## src/rtl/shf_pkg.sv

```systemverilog
package shf_pkg;
  typedef enum logic [1:0] {
    SHF_LSL  = 2'b00,
    SHF_LSR  = 2'b01,
    SHF_ASR  = 2'b10,
    SHF_PASS = 2'b11
  } shf_op_e;

  typedef enum logic [1:0] {
    AMT_ZERO  = 2'b00,
    AMT_SMALL = 2'b01,
    AMT_EXACT = 2'b10,
    AMT_WIDE  = 2'b11
  } amt_class_e;
endpackage

```

## src/rtl/shf_count_class.sv

```systemverilog
module shf_count_class #(
  parameter int DATA_W = 32,
  parameter int CNT_W  = 8,
  localparam int LOG_W  = $clog2(DATA_W),
  localparam int MASK_W = LOG_W + 1
) (
  input  logic [CNT_W-1:0]  count_raw,
  output logic [MASK_W-1:0] count_masked,
  output logic [LOG_W-1:0]  amt,
  output shf_pkg::amt_class_e amt_class
);
  import shf_pkg::*;

  localparam logic [MASK_W-1:0] WIDTH_CNT = MASK_W'(DATA_W);

  always_comb begin
    count_masked = count_raw[MASK_W-1:0];
    amt          = count_masked[LOG_W-1:0];
    if (count_masked == '0)
      amt_class = AMT_ZERO;
    else if (count_masked < WIDTH_CNT)
      amt_class = AMT_SMALL;
    else if (count_masked == WIDTH_CNT)
      amt_class = AMT_EXACT;
    else
      amt_class = AMT_WIDE;
  end
endmodule

```

## src/rtl/shf_barrel.sv

```systemverilog
module shf_barrel #(
  parameter int DATA_W = 32,
  localparam int LOG_W = $clog2(DATA_W)
) (
  input  logic [DATA_W-1:0] din,
  input  logic [LOG_W-1:0]  amt,
  input  logic              fill,
  input  logic              to_left,
  output logic [DATA_W-1:0] dout
);
  logic [DATA_W-1:0] rin;
  logic [DATA_W-1:0] rout;
  logic [DATA_W-1:0] stg [0:LOG_W];

  // Left shifts reuse the right-shift network on a bit-reversed word.
  for (genvar i = 0; i < DATA_W; i++) begin : g_rev
    assign rin[i]  = to_left ? din[DATA_W-1-i] : din[i];
    assign dout[i] = to_left ? rout[DATA_W-1-i] : rout[i];
  end

  assign stg[0] = rin;

  for (genvar k = 0; k < LOG_W; k++) begin : g_stage
    localparam int SH = 1 << k;
    assign stg[k+1] = amt[k] ? {{SH{fill}}, stg[k][DATA_W-1:SH]} : stg[k];
  end

  assign rout = stg[LOG_W];
endmodule

```

## src/rtl/shf_out_reg.sv

```systemverilog
module shf_out_reg #(
  parameter int DATA_W = 32
) (
  input  logic              clk,
  input  logic              rst_n,
  input  logic              en,
  input  logic [DATA_W-1:0] d_result,
  input  logic              d_carry,
  output logic              q_valid,
  output logic [DATA_W-1:0] q_result,
  output logic              q_carry,
  output logic              q_extend
);
  logic              nxt_valid;
  logic [DATA_W-1:0] nxt_result;
  logic              nxt_carry;
  logic              nxt_extend;

  always_comb begin
    nxt_valid  = q_valid;
    nxt_result = q_result;
    nxt_carry  = q_carry;
    nxt_extend = q_extend;
    if (en) begin
      nxt_valid  = 1'b1;
      nxt_result = d_result;
      nxt_carry  = d_carry;
      nxt_extend = d_carry;
    end
  end

  always_ff @(posedge clk or negedge rst_n) begin
    if (!rst_n) begin
      q_valid  <= 1'b0;
      q_result <= '0;
      q_carry  <= 1'b0;
      q_extend <= 1'b0;
    end else begin
      q_valid  <= nxt_valid;
      q_result <= nxt_result;
      q_carry  <= nxt_carry;
      q_extend <= nxt_extend;
    end
  end

  AST_EXTEND_FOLLOWS_CARRY: assert property (@(posedge clk) disable iff (!rst_n)
    q_extend == q_carry);
endmodule

```

## src/rtl/shift_flag_unit.sv

```systemverilog
module shift_flag_unit #(
  parameter int DATA_W = 32,
  parameter int CNT_W  = 8,
  localparam int LOG_W  = $clog2(DATA_W),
  localparam int MASK_W = LOG_W + 1
) (
  input  logic              clk,
  input  logic              rst_n,
  input  logic              in_valid,
  input  logic [DATA_W-1:0] in_value,
  input  logic [CNT_W-1:0]  in_count,
  input  logic [1:0]        in_op,
  input  logic              in_carry_prev,
  output logic              out_valid,
  output logic [DATA_W-1:0] out_result,
  output logic              out_carry,
  output logic              out_extend
);
  import shf_pkg::*;

  logic [MASK_W-1:0]  cnt_m;
  logic [LOG_W-1:0]   amt;
  amt_class_e         amt_cls;
  shf_op_e            op;
  logic               sign;
  logic               is_left;
  logic               is_arith;
  logic [DATA_W-1:0]  shifted;
  logic [LOG_W-1:0]   idx_left;
  logic [LOG_W-1:0]   idx_right;
  logic [DATA_W-1:0]  res_c;
  logic               carry_c;

  assign op       = shf_op_e'(in_op);
  assign sign     = in_value[DATA_W-1];
  assign is_left  = (op == SHF_LSL);
  assign is_arith = (op == SHF_ASR);

  shf_count_class #(.DATA_W(DATA_W), .CNT_W(CNT_W)) u_cls (
    .count_raw    (in_count),
    .count_masked (cnt_m),
    .amt          (amt),
    .amt_class    (amt_cls)
  );

  shf_barrel #(.DATA_W(DATA_W)) u_bar (
    .din     (in_value),
    .amt     (amt),
    .fill    (is_arith & sign),
    .to_left (is_left),
    .dout    (shifted)
  );

  // Last bit out: width minus amount for left, amount minus one for right.
  assign idx_left  = {LOG_W{1'b0}} - amt;
  assign idx_right = amt - {{(LOG_W-1){1'b0}}, 1'b1};

  always_comb begin
    res_c   = in_value;
    carry_c = in_carry_prev;
    if (op != SHF_PASS) begin
      unique case (amt_cls)
        AMT_ZERO: begin
          res_c   = in_value;
          carry_c = in_carry_prev;
        end
        AMT_SMALL: begin
          res_c   = shifted;
          carry_c = is_left ? in_value[idx_left] : in_value[idx_right];
        end
        AMT_EXACT: begin
          res_c   = is_arith ? {DATA_W{sign}} : '0;
          carry_c = is_left ? in_value[0] : sign;
        end
        AMT_WIDE: begin
          res_c   = is_arith ? {DATA_W{sign}} : '0;
          carry_c = is_arith & sign;
        end
        default: begin
          res_c   = in_value;
          carry_c = in_carry_prev;
        end
      endcase
    end
  end

  shf_out_reg #(.DATA_W(DATA_W)) u_oreg (
    .clk      (clk),
    .rst_n    (rst_n),
    .en       (in_valid),
    .d_result (res_c),
    .d_carry  (carry_c),
    .q_valid  (out_valid),
    .q_result (out_result),
    .q_carry  (out_carry),
    .q_extend (out_extend)
  );

  AST_ZERO_KEEPS_CARRY: assert property (@(posedge clk) disable iff (!rst_n)
    (in_valid && in_count[MASK_W-1:0] == '0) |=>
      (out_carry == $past(in_carry_prev) && out_result == $past(in_value)));
  AST_LOGIC_WIDE_CLEARS: assert property (@(posedge clk) disable iff (!rst_n)
    (in_valid && !in_op[1] && in_count[MASK_W-1:0] > MASK_W'(DATA_W)) |=>
      (out_result == '0 && !out_carry));
  AST_ARITH_WIDE_SIGN: assert property (@(posedge clk) disable iff (!rst_n)
    (in_valid && in_op == 2'b10 && in_count[MASK_W-1:0] >= MASK_W'(DATA_W)) |=>
      (out_result == {DATA_W{$past(in_value[DATA_W-1])}} &&
       out_carry == $past(in_value[DATA_W-1])));
  AST_PASS_UNCHANGED: assert property (@(posedge clk) disable iff (!rst_n)
    (in_valid && in_op == 2'b11) |=>
      (out_result == $past(in_value) && out_carry == $past(in_carry_prev)));
  AST_IDLE_HOLDS: assert property (@(posedge clk) disable iff (!rst_n)
    !in_valid |=> ($stable(out_result) && $stable(out_carry) && $stable(out_valid)));
endmodule

```

## config.mk

```make
export PLATFORM = sky130hd
export DESIGN_NAME = shift_flag_unit
export DESIGN_NICKNAME = d
export VERILOG_FILES = /design/src/rtl/shf_pkg.sv /design/src/rtl/shf_count_class.sv /design/src/rtl/shf_barrel.sv /design/src/rtl/shf_out_reg.sv /design/src/rtl/shift_flag_unit.sv
export SDC_FILE = /design/constraint.sdc
export NUM_CORES = 1
export LEC_CHECK = 0
export ABC_AREA = 1
export BUFFER_PORTS_ARGS = -buffer_cell sky130_fd_sc_hd__buf_4
export CAP_MARGIN = 20
export CORE_AREA = 2 2 100 112
export DETAILED_ROUTE_END_ITERATION = 10
export DIE_AREA = 0 0 102 114
export GPL_TIMING_DRIVEN = 0
export PLACE_DENSITY = 0.76
export SLEW_MARGIN = 20
export SYNTH_ARGS = -nofsm -noshare
export SYNTH_HDL_FRONTEND = slang
export SYNTH_SLANG_ARGS = --single-unit
export TNS_END_PERCENT = 5
```

## constraint.sdc

```tcl
create_clock -name clk -period 1 [get_ports clk]
set_input_delay 0.2 -clock clk [delete_from_list [all_inputs] [get_ports clk]]
set_output_delay 0.2 -clock clk [all_outputs]
set_load 0.005 [all_outputs]
```

=== After elaboration in Yosys (flattened, before gate mapping) ===
Cells that the tools add are included.

* Output and inout bits: 35
* Memories kept: 0
* Input bits: 46
* Bits in writable memories: 0
* Latch bits: 0
* Bits in registers: 34
* Logic and storage cells: 101
* ROM bits: 0

* Order comparisons: 3
* Reduce and logical (&&, ||, !) cells: 4
* Div/mod/pow operators: 0
* Eq/ne operators: 6
* Multiply operators: 0
* Bitwise logic cells: 1
* Muxes and demuxes: 82
* Shift-type cells: 0
* $add $sub $neg: 2

{| class="wikitable"
|+ Operator list
! cell !! number
|-
| $mux 32 || 7
|-
| $pmux 32 s3 || 1
|-
| $mux 1 || 69
|-
| $lt 5x6->1 const B || 2
|-
| $bmux 1 s5 || 2
|-
| $eq 2x2->1 const B || 3
|-
| $eq 6x6->1 const B || 1
|-
| $logic_not 6->1 || 1
|-
| $lt 6x6->1 const B || 1
|-
| $sub 1x5->5 const A || 1
|-
| $sub 5x1->5 const B || 1
|-
| $logic_not 2->1 || 2
|-
| $mux 2 || 2
|-
| $pmux 1 s4 || 1
|-
| $eq 2x1->1 const B || 1
|-
| $ne 2x2->1 const B || 1
|-
| $reduce_or 2->1 || 1
|-
| $and 1x1->1 || 1
|}

=== Depth between registers and ports, before layout ===
* Depth in word-level cells: 10
* Mapped depth: 19
* Mapped depth without buffers: 18

=== By module ===
Synthesis repeated with hierarchy kept, for this count alone.

* Cells, all modules: 1002
* Area total of the unflattened synthesis: 5476.5 um2

{| class="wikitable"
|+ Modules (own cells, without submodules)
! module !! cells each !! seq. area each (um2) !! area an instance (um2) !! instances
|-
| shf_barrel || 553 || 0.0 || 2583.7 || 1
|-
| shift_flag_unit || 290 || 0.0 || 1446.4 || 1
|-
| shf_out_reg || 143 || 850.8 || 1343.8 || 1
|-
| shf_count_class || 16 || 0.0 || 102.6 || 1
|}

=== Least setup slack after synthesis ===
Ideal clock, no wire load.

* Path type: input -> register
* From: in in_count[0]
* To: reg u_oreg.q_extend
* Setup time: 117 ps
* Path buffers: 3
* Slack: -1020 ps
* Stages: 14
* Data arrival time: 1904 ps
* Path through: inv_2 buf_4 buf_2 ha_1 clkbuf_1 o21ai_0 o221ai_1 nand3_1 nand3_1 nand3_1 nand3_1 o211ai_1 nand2_1 nand2_1

* Cells in the longest elaborated chain, start to end: 7
* Elaborated cells between the ends (all ways): 19
* Those cells by class: add/sub (2); order compare (1); eq/ne (4); mux (10); reduce/logical (2)

{| class="wikitable"
|+ Ends and longest elaborated chain
! what !! line !! source
|-
| from (decl) || shift_flag_unit.sv:11 || <nowiki>input logic [CNT_W-1:0] in_count,</nowiki>
|-
| parallel branches: the longest is 5 deep, another holds $sub 5x1->5 || -- ||
|-
| $pmux 1 s4 (*) || shift_flag_unit.sv:62 || <nowiki>unique case (amt_cls)</nowiki>
|-
| $mux 1 (*) || shift_flag_unit.sv:61 || <nowiki>if (op != SHF_PASS) begin</nowiki>
|-
| to (signal assigned) || shf_out_reg.sv:42 || <nowiki>q_extend <= nxt_extend;</nowiki>
|-
| to (decl) || shf_out_reg.sv:12 || <nowiki>output logic q_extend</nowiki>
|}

Every way passes the cells marked *. The select of a mux whose other input is x is not followed.
A chain may end at the register's enable or synchronous reset.

=== Worst setup path after layout ===
* From: in in_op[1]
* To: reg u_oreg.q_result[28]

* Cells in the longest elaborated chain, start to end: 10
* Elaborated cells between the ends (all ways): 42
* Those cells by class: eq/ne (2); mux (38); bitwise (1); reduce/logical (1)

{| class="wikitable"
|+ Ends and longest elaborated chain
! what !! line !! source
|-
| from (decl) || shift_flag_unit.sv:12 || <nowiki>input logic [1:0] in_op,</nowiki>
|-
| $eq 2x2->1 / $logic_not 2->1 (equally long branches) || shift_flag_unit.sv:37, shift_flag_unit.sv:36 ||
|-
| $and 1x1->1 / $mux 1 (equally long branches) || shift_flag_unit.sv:49, shf_barrel.sv:17 ||
|-
| $mux 32 (5 in a row) || shf_barrel.sv:25 || <nowiki>assign stg[k+1] = amt[k] ? {{SH{fill}}, stg[k][DATA_W-1:SH]} : stg[k];</nowiki>
|-
| $mux 1 || shf_barrel.sv:18 || <nowiki>assign dout[i] = to_left ? rout[DATA_W-1-i] : rout[i];</nowiki>
|-
| $pmux 32 s3 || shift_flag_unit.sv:62 ||
|-
| $mux 32 (*) || shift_flag_unit.sv:61 ||
|-
| to (signal assigned) || shf_out_reg.sv:40 || <nowiki>q_result <= nxt_result;</nowiki>
|-
| to (decl) || shf_out_reg.sv:10 || <nowiki>output logic [DATA_W-1:0] q_result,</nowiki>
|}

Every way passes the cells marked *; elsewhere a longest branch is shown, timed or not.

==> summary.json <==
{
  "worstHoldPathType": "in2reg",
  "wl_per_cell_um": 21.35,
  "clk-insertion-delay-late_ns": 0.28,
  "largest_net_degree_at_the_start_of_global_routing": 35,
  "clock_buffer_count_from_cts": 5,
  "maxClockFrequency_ghz": 0.4911,
  "maxCapViolCount": 0,
  "clkSinkCount": 34,
  "dominant_combinational_cell_family_by_area_after_synthesis": "simple AND/OR/NAND/NOR gates",
  "leakagePower_nw": 3.862,
  "final_critical_path_setup_slack_ns": -1.036,
  "cp_cell_sequence": "buf_4 -> nor2_4 -> buf_6 -> nand2_2 -> nand3_2 -> nand3_1 -> nand3_2 -> nand3_1 -> nand3_1 -> nand2_4 -> nand2_2 -> nand3_2 -> nand2_2 -> nand2_2 -> a21oi_2",
  "ctsRootBufferMaster": "clkbuf_16",
  "multi_input_comb_area_sq_um": 4686,
  "proportion_of_synthesized_chip_area_in_sequential_cells_pct": 15.97,
  "design.portCount": 81,
  "synth_cells": 1008,
  "synth_simple_gate_area_share_pct": 59.82,
  "layout-area-overhead-vs-synth_pct": 39.57,
  "critPathLaunch": "in_op[1]",
  "grt_first_pass_wirelength_um": 39230,
  "global_route.usage.total_pct": 44.70,
  "final_util_pct": 70.08,
  "worst_setup_path_start_kind": "primary input",
  "crit_required_ns": 1.21,
  "min-delay-start": "in_value[22]",
  "synth_largest_area_cell": "nand2_1",
  "worstPathBufferInverterCount": 2,
  "skew_ns": 0,
  "final_nets": 1154,
  "synth_adder_area_share_pct": 0.2349,
  "cts_tree": "done",
  "critPathTopFamily": "simple AND/OR/NAND/NOR gates",
  "fill_cells": 1008,
  "drt_pass1_iterations": 9,
  "floorplan.core_area_sq_um": 10610,
  "final_critical_path_share_of_the_clock_period_pct": 203.6,
  "layout.cells.most_common": "nand2_1",
  "std_cell_rows": 40,
  "fin_area_sq_um": 7436,
  "ys.warnings.count": 0,
  "cts-root-to-sink-buffers": 2,
  "die_y_um": 114,
  "post_synth_xor_area_fraction_pct": 0.3288,
  "antenna_violations_before_repair": 0,
  "worst_setup_hold_path_clk_slew_ns": 0.05,
  "clock_tree.htree_level_count": 2,
  "critical_path_peak_fanout": 5,
  "gpl.final_weighted_congestion": 1.057,
  "timing.rr.start": "u_oreg.q_valid",
  "timing.slew.headroom_pct": 56.94,
  "layout-drive-gt1-share_pct": 34.48,
  "synth.mux.area_fraction_pct": 0,
  "gr-total-overflow": 0,
  "start_util_pct": 50.21,
  "fin_cells": 1256,
  "die_ar_sq_um": 11630,
  "run_status": "finished, violations left",
  "failing_checks": "setup timing",
  "routed_wirelength_um": 26820,
  "grt_pass1_vias": 7121,
  "detail_route.vias_per_cell": 6.313,
  "synth_cell_types": 30,
  "count_of_unresolved_drc_violations_after_routing": 0,
  "final_hold_viol_count": 0,
  "synthesis.area_sq_um": 5328,
  "num_vias": 7929,
  "maxSlewViolCount": 0,
  "critical_path.max_stage_delay_ns": 0.28,
  "compound_gate_fraction_of_synth_area_pct": 12.66,
  "final_cell_mix": "343 x nand2_1, 157 x nand3_1, 107 x nand3_2",
  "cp_slowest_cell": "nand3_1",
  "crit_path_frequent_cell": "nand2_2",
  "timing.reg2reg.setup_slack_ns": 0.21,
  "ant_nets": 0,
  "post_dp_cell_area_sq_um": 6135,
  "post-route-min-period_ns": 2.036,
  "post_synth.cell_area_avg_sq_um": 5.285,
  "setup_viol_count_final": 44,
  "initialDrtViolationCount": 1115,
  "synth.net_count": 1055,
  "detailedPlacementHpwl_um": 19220,
  "setup_tns_ns": -26.82,
  "fp.dieW_um": 102,
  "portBuffers": 76,
  "worst-slew-pin-transition_ns": 0.6458,
  "critPathArrivalTime_ns": 2.24,
  "synth_area_leaders": "nand2_1 28%, nand3_1 24%, dfrtp_1 16%",
  "ff_latch_area_sq_um": 850.8,
  "finalPower_mw": 7.324,
  "numPlacedInstances": 1231,
  "critical_setup_path_class": "in2reg",
  "rsz0062_at_grt": "yes",
  "synth.ff_latch_count": 34,
  "vdd.ir_drop.worst_mv": 1.310,
  "power_per_cell_area_nw_per_um2": 985.0,
  "synth_top_cell_area_share_pct": 28.18,
  "crit_path_end_kind": "register"
}
-- Yosys cell counts, drive strengths merged --
cell,instances
nand2,410
nand3,269
a21oi,69
buf,60
nor2,50
inv,48
dfrtp,34
o21ai,32
clkbuf,14
o211ai,10
o221ai,6
clkinv,1
ha,1
nand3b,1
or2,1
xnor2,1
xor2,1
-- final timing paths --
check / end / cells past startpoint
max in group asynchronous: u_oreg.q_result[19] / 2
hold / removal: u_oreg.q_result[22] / 3
hold reg to reg: u_oreg.q_result[23] / 2
setup reg to reg: u_oreg.q_valid / 1
min in group asynchronous: u_oreg.q_result[23] / 2
setup / recovery: u_oreg.q_result[28] / 15
-- where the power goes --
part	total, mW	switching, mW	internal [mW]
sequential	1.70	0.141	1.56
combinational	4.15	2.59	1.56
clock	1.48	0.555	0.921
total	7.32	3.29	4.04
-- flip-flops by register name, summed over array words and instances, names as in the netlist --
signal / count
u_oreg.q_valid: 1
u_oreg.q_result: 32
u_oreg.q_extend: 1
-- area by class of cell --
cell class	count	area share (%)
multi-input combinational	852	63.02
clock inverter	2	0.1851
timing repair buffer	91	11.68
antenna	1	0.03365
tap	147	2.473
clock buffer	6	1.733
inverter	49	2.827
buffer	74	6.613
sequential	34	11.44
-- kinds of logic (layout without fill, tap and decap cells) --
logic type	after synthesis	count (layout)
AO/OA/AOI/OAI	117	117
XOR/XNOR	2	2
adder cells (fa/ha/maj)	1	1
buffers and inverters	123	222
flip-flops	34	34
other	0	1
AND/OR/NAND/NOR	731	732
-- timing repair --
action | CTS | global route
pin swaps | 16 | 46
hold endpoints to repair | 34 | 0
setup buffers | 8 | 1
resized for setup | 104 | 166
endpoints found under the setup margin | 53 | 67
hold buffers | 1 | 0
cloned | 4 | 2
-- per-layer routing --
layer / routed length, um / track usage (%) / vias up
met5: 0 / 0 / -
met4: 2153 / 29.96 / 0
met3: 3543 / 9.988 / 184
met2: 11580 / 66.01 / 661
met1: 9538 / 57.84 / 3545
li1: - / - / 3539
-- per-stage QoR --
step | hold slack (ns) | setup slack, ns
final | 0.2571 | -1.036
after detailed placement | 0.1572 | -1.368
after CTS | 0.2497 | -0.7615
after global routing | 0.2641 | -1.077
after floorplan | -0.09559 | -0.7252
after global placement | 0.1571 | -1.378
Power figures use the tool's default switching activity.
